**src/rtl/hpd_pkg.sv**
```systemverilog
package hpd_pkg;
  // Strobes from the control unit to the datapath
  typedef struct packed {
    logic setFlag;
    logic clearFlag;
  } hpdStrobes_t;
endpackage

```
**src/rtl/hpd_datapath.sv**
```systemverilog
module hpd_datapath
  import hpd_pkg::*;
#(
  parameter int SYNC_STAGES = 2
) (
  input  logic        clk,
  input  logic        rst,
  input  logic        hpdAsync,
  input  hpdStrobes_t strobes,
  output logic        syncLevel,
  output logic        edgeSeen,
  output logic        flag
);
  localparam int LAST = SYNC_STAGES - 1;

  logic [LAST:0] syncChain;
  logic          history;

  generate
    if (SYNC_STAGES == 1) begin : g_single
      always_ff @(posedge clk) begin
        if (rst) syncChain <= '0;
        else     syncChain <= hpdAsync;
      end
    end else begin : g_multi
      always_ff @(posedge clk) begin
        if (rst) syncChain <= '0;
        else     syncChain <= {syncChain[LAST-1:0], hpdAsync};
      end
    end
  endgenerate

  assign syncLevel = syncChain[LAST];
  assign edgeSeen  = syncLevel ^ history;

  always_ff @(posedge clk) begin
    if (rst) history <= 1'b0;
    else     history <= syncLevel;
  end

  always_ff @(posedge clk) begin
    if (rst)                    flag <= 1'b0;
    else if (strobes.clearFlag) flag <= 1'b0;
    else if (strobes.setFlag)   flag <= 1'b1;
  end
endmodule

```
**src/rtl/hpd_control.sv**
```systemverilog
module hpd_control
  import hpd_pkg::*;
#(
  parameter int SYNC_STAGES = 2
) (
  input  logic        clk,
  input  logic        rst,
  input  logic        clearCtl,
  input  logic        edgeSeen,
  output hpdStrobes_t strobes
);
  // Detection stays off until the chain and history hold real input values
  localparam int PRIME_LEN = SYNC_STAGES + 1;
  localparam int CW = $clog2(PRIME_LEN + 1);

  logic [CW-1:0] primeCnt;
  logic          armed;

  assign armed = (primeCnt == CW'(PRIME_LEN));

  always_ff @(posedge clk) begin
    if (rst)         primeCnt <= '0;
    else if (!armed) primeCnt <= primeCnt + 1'b1;
  end

  always_comb begin
    strobes.clearFlag = clearCtl;
    strobes.setFlag   = armed && edgeSeen && !clearCtl;
  end
endmodule

```
**src/rtl/hpd_change_irq.sv**
```systemverilog
module hpd_change_irq
  import hpd_pkg::*;
#(
  parameter int SYNC_STAGES = 2
) (
  input  logic clk,
  input  logic rst,
  input  logic hpdAsync,
  input  logic digOutSel,
  input  logic irqEnable,
  input  logic pinOutEnable,
  input  logic clearCtl,
  output logic hpdLevel,
  output logic changePending,
  output logic tdetN,
  output logic tdetDrive,
  output logic gpioN,
  output logic gpioDrive
);
  hpdStrobes_t strobes;
  logic        edgeSeen;

  hpd_datapath #(.SYNC_STAGES(SYNC_STAGES)) dp_i (
    .clk(clk), .rst(rst), .hpdAsync(hpdAsync), .strobes(strobes),
    .syncLevel(hpdLevel), .edgeSeen(edgeSeen), .flag(changePending)
  );

  hpd_control #(.SYNC_STAGES(SYNC_STAGES)) ctl_i (
    .clk(clk), .rst(rst), .clearCtl(clearCtl), .edgeSeen(edgeSeen),
    .strobes(strobes)
  );

  assign tdetDrive = changePending && digOutSel;
  assign tdetN     = !tdetDrive;
  assign gpioDrive = changePending && irqEnable && pinOutEnable;
  assign gpioN     = !gpioDrive;
endmodule

```
**config.mk**
```make
export PLATFORM = sky130hd
export DESIGN_NAME = hpd_change_irq
export DESIGN_NICKNAME = d
export VERILOG_FILES = /design/src/rtl/hpd_pkg.sv /design/src/rtl/hpd_datapath.sv /design/src/rtl/hpd_control.sv /design/src/rtl/hpd_change_irq.sv
export SDC_FILE = /design/constraint.sdc
export NUM_CORES = 1
export LEC_CHECK = 0
export BUFFER_PORTS_ARGS = -buffer_cell sky130_fd_sc_hd__buf_2
export CAP_MARGIN = 10
export CELL_PAD_IN_SITES_DETAIL_PLACEMENT = 1
export CELL_PAD_IN_SITES_GLOBAL_PLACEMENT = 2
export CORE_AREA = 3 3 40 42
export CTS_CLUSTER_SIZE = 40
export DETAILED_ROUTE_END_ITERATION = 8
export DIE_AREA = 0 0 43 45
export GPL_TIMING_DRIVEN = 0
export PLACE_DENSITY_LB_ADDON = 0.1
export SLEW_MARGIN = 20
export SYNTH_ARGS = -nofsm -noshare
export SYNTH_HDL_FRONTEND = slang
export SYNTH_SLANG_ARGS = --single-unit
```
**constraint.sdc**
```tcl
create_clock -name clk -period 1.2 [get_ports clk]
set_input_delay 0.12 -clock clk [delete_from_list [all_inputs] [get_ports clk]]
set_output_delay 0.12 -clock clk [all_outputs]
set_load 0.02 [all_outputs]
```
After elaboration in Yosys (flattened, before gate mapping)
Index checks and enable logic that the tools add are counted.
Widths: inputs -> output; s select.

storage, ports and cells
  input port bits = 7
  word-level logic and storage cells = 16
  flip-flop bits (word level) = 6
  output and inout bits = 6

cells by class
  reduce and logical (&&, ||, !) cells = 9
  eq/ne operators = 1
  bitwise operators = 1
  $add $sub $neg = 1

operator list
  kind                 number
  $logic_and 1x1->1    5
  $logic_not 1->1      3
  $add 2x1->2 const B  1
  $eq 2x2->1 const B   1
  $reduce_or 2->1      1
  $xor 1x1->1          1

Longest topological paths before layout
  word-level depth = 3
  depth in mapped cells = 3
  gate-level depth less buffers = 3

Cells and area by module
A second synthesis with hierarchy kept.

unflattened totals
  cells, all modules = 24
  area, all modules = 237.7 µm²

modules (own cells, without submodules)
  module          seq. area each (µm²)  area each (µm²)  instances  cells each
  hpd_datapath    80.1                  121.4            1          10
  hpd_control     40.0                  93.8             1          10
  hpd_change_irq  0.0                   22.5             1          4

Worst setup path before layout
Ideal clock, no wire load.

  path type = register to output
  start = reg dp_i.flag
  end = out gpioDrive
  stages on the path, launching flop included = 3
  buffers on the path = 0
  data required time = 1.080 ns
  data arrival time = 0.937 ns
  slack = 0.143 ns
  path through = dfxtp_1 -> nand3_1 -> inv_1

between the ends
  cells in the longest elaborated chain, start to end = 2

RTL lines
  element                         line                  source
  start, declared                 hpd_datapath.sv:12    output logic flag
  start signal, assigned          hpd_datapath.sv:42    if (rst) flag <= 1'b0;
  start signal, assigned          hpd_datapath.sv:43    else if (strobes.clearFlag) flag <= 1'b0;
  start signal, assigned          hpd_datapath.sv:44    else if (strobes.setFlag) flag <= 1'b1;
  $logic_and 1x1->1 (2 in a row)  hpd_change_irq.sv:35  assign gpioDrive = changePending && irqEnable && pinOutEnable;
  end, declared                   hpd_change_irq.sv:18  output logic gpioDrive

No other way between the ends.

Worst setup path after layout
Same ends and word-level chain as after synthesis.

==> results <==
- STA classifies the critical path endpoint as a primary output.
- The total vias in the final route is 211.
- At the worst endpoint, the arrival time is 0.93 ns.
- In the final layout, the share of cells above drive strength 1 is 0.541.
- In this run, post-CTS hold repair placed 0 buffers.
- The combined buffer and inverter count along the critical path is 2.
- The first-pass GRT wire length is 821 µm.
- The average instance in the mapped netlist occupies 10.8 µm².
- The number of port buffers is 12.
- The flow ran to the end, and the final reports show no timing, DRC or antenna violations.
- The total die area is 1940 µm².
- The library cell with the largest summed area after synthesis is sky130_fd_sc_hd__dfxtp_1.
- The height of the die is 45 µm.
- The cell chosen for the clock root is sky130_fd_sc_hd__clkbuf_4.
- The cell family contributing the most delay on the critical path is flip-flops.
- The post-route cell area is 339 µm².
- In the global route stage, overall resource usage came out at 0.0660.
- The number of max-capacitance violations reported is 0.
- The met2 routing resource usage after global routing is 0.0898.
- In this run the count of I/O pins placed on the die edge is 13.
- In this run, CTS created clock tree buffers numbering 3.
- The routed design could run at a clock period as short as 1.05 ns.
- The register clock-pin slew on the reported worst setup and hold paths is 0.05 ns.
- The count of standard-cell rows is 13.
- The commonest cells after synthesis are sky130_fd_sc_hd__dfxtp_1 (6), sky130_fd_sc_hd__and2b_2 (3), sky130_fd_sc_hd__inv_1 (2), sky130_fd_sc_hd__nor2_1 (2), sky130_fd_sc_hd__xor2_1 (2).
- In the finished design, the share of the clock period the worst path needs comes to 0.878.
- The final-layout fill cell count is 159.
- The number of instances in the synthesized netlist is 22.
- Setup violations remaining at the end of the flow were counted as 0.
- By area the synthesized netlist is led by sky130_fd_sc_hd__dfxtp_1 (51%), sky130_fd_sc_hd__and2b_2 (11%), sky130_fd_sc_hd__xor2_1 (7.4%), sky130_fd_sc_hd__ha_1 (5.3%), sky130_fd_sc_hd__nor3b_2 (5.3%).
- The final antenna diode count is 0.
- The width of the die is 43 µm.
- The global routing stage identified its most utilized layer as met4.
- Among all flip-flop cells after synthesis, the most frequent one is sky130_fd_sc_hd__dfxtp_1.
- For this run, global-route usage on met1 was measured as 0.0560.
- Summed over all failing endpoints, the final setup total negative slack is 0 ns.
- The core area is 1280 µm².
- By instance count, the leading cell after synthesis is sky130_fd_sc_hd__dfxtp_1.
- At the pin with the least slew margin, the transition time is 0.118 ns.
- The number of sinks on the clock net is 6.
- The number of buffers added for setup after CTS is 0.
- The critical path goes through nand3_1 -> inv_1 -> buf_2.
- The critical setup path kind is reg2out.
- Of all nets on the critical path, the largest fanout is 4.
- For this block, the routed nets add up to 483 µm of wire.
- The worst vdd rail ir drop is 416 µV.
- The number of gates resized after cts is 0.
- The number of nets handed over by synthesis was 30.
- The largest single stage delay on the critical path is 0.37 ns.
- After detailed placement, the total cell area comes to 317 µm².
- The total overflow left after global routing is 0.
- In this run the worst hold path is classified as in2reg.
- In this run the tightest slew margin relative to its limit is 0.919.
- The mapped netlist covers 238 µm².
- The detailed router finished its first iteration with 0 violations.
- Dividing the detail-routed via count by the number of cells gives 4.06.
- The synthesis-to-finish area growth is 42.6%.
- STA puts the critical path data required time at 1.08 ns.
- In this run, synthesis inferred 0 flip-flops with an integrated enable.
- The worst-case clock skew is 0.00684 ns.
- The clock insertion delay at the later pin of the skew report is 0.25 ns.
- The slowest cell on the critical path is sky130_fd_sc_hd__dfxtp_1.
- The final-report hold violation count is 0.
- The overall power is 0.482 mW.
- The antenna violation net count after detailed routing is 0.
- In this run the deepest clock path goes through 2 buffers.
- In the routed design, unresolved DRC markers number 0.
- The leakage component of the power is 0.189 nW.
- Power spread over the standard cell area amounts to 1420 nW/µm².
- The count of different cell masters after synthesis is 12.
- Of the post-synthesis cell area, the dominant cell type holds 0.505.
- For this run, the detailed router's first-pass iteration total came to 1.
- Once layout is complete, the utilization of the core stands at 0.264.
- The TritonCTS clock tree is done.
- For this run, the register share of the synthesized area comes to 0.505.
- The tightest hold margin is 0.0975 ns.
- The category of the worst setup path launch point is a register.
- The congestion estimate from routability-driven global placement came to 0.660.
- Entering global routing, the biggest net connects 8 pins.
- After legalization and detailed placement, the total HPWL measured 379 µm.
- The Yosys warning count is 0.
- Setup repair after global routing left no endpoint under its margin.
- The via count of the first global-routing pass is 197.
- The routing usage on met3 is 0.0319.
- CTS built an H-tree with a depth of 1.
- The number of max-slew violations in the final report is 0.
- The share of async-settable or async-resettable flops after synthesis is 0.
- For this run, the post-layout net count is 47.
- The maximum clock frequency is 0.950 GHz.
- Synthesis inferred 6 register bits.
- After detailed routing, the average wire length per cell comes to 9.29 µm.
- The number of antenna violations at the first check in global routing is 0.
- The initial utilization of the core area, before any placement, comes to 0.185.
[through the flow]
step           std cells  setup WS [ns]
6_report              52          0.147
4_1_cts               52          0.116
5_1_grt               52         0.0413
2_1_floorplan         22          0.143
3_3_place_gp          49          0.198
3_5_place_dp          49          0.176
[path summary, 6_finish.rpt]
check | start | depth (start not counted) | slack [ns] | to
setup / recovery | dp_i.flag | 3 | 0.15 | gpioDrive
hold / removal | hpdAsync | 2 | 0.1 | dp_i.syncChain[0]
hold reg to reg | dp_i.syncChain[0] | 1 | 0.44 | dp_i.syncChain[1]
setup reg to reg | ctl_i.primeCnt[0] | 3 | 0.19 | dp_i.flag
[power by group]
| group | switching [mW] | internal (mW) |
|---|---|---|
| clock | 0.0750 | 0.113 |
| combinational | 0.0286 | 0.0347 |
| sequential | 0.0105 | 0.220 |
| total | 0.114 | 0.368 |
[placed cells by master, fill, tap and decap left out, drive strengths merged]
master  synthesis  routed
a22o            1       1
nor3b           1       1
inv             2       2
nand3           1       1
nor2            3       3
buf             0      12
clkbuf          0       3
nand2           1       1
dfxtp           6       6
and2b           3       3
mux2i           1       1
xor2            2       2
ha              1       1
[cell families after synthesis]
kind of cell	share of synthesized area
XOR/XNOR	0.0737
multiplexers	0.0421
flip-flops	0.505
AND/OR/NAND/NOR	0.258
buffers and inverters	0.0316
adder cells (fa/ha/maj)	0.0526
AO/OA/AOI/OAI	0.0368
[layout make-up]
class	count	area, µm²	share of cell area
timing repair buffer	12	60.1	0.177
clock buffer	3	22.5	0.0664
inverter	2	7.51	0.0221
sequential	6	120	0.354
multi-input combinational	14	110	0.325
tap	15	18.8	0.0554
[state kept, by name (all words and copies together) (netlist names)]
name            cells
ctl_i.primeCnt      2
dp_i.flag           1
dp_i.syncChain      2
dp_i.history        1
[metal layers]
metal,up-vias,wire (µm)
li1,101,-
met1,93,176
met2,14,212
met3,3,62
met4,0,32
met5,-,0
[worst register-to-register path, stage by stage (launching register included)]
cell,delay (ns)
sky130_fd_sc_hd__dfxtp_1,0.31
sky130_fd_sc_hd__ha_1,0.24
sky130_fd_sc_hd__nor3b_2,0.17
sky130_fd_sc_hd__a22o_1,0.18
No activity file was read; power rests on OpenSTA's default activity.
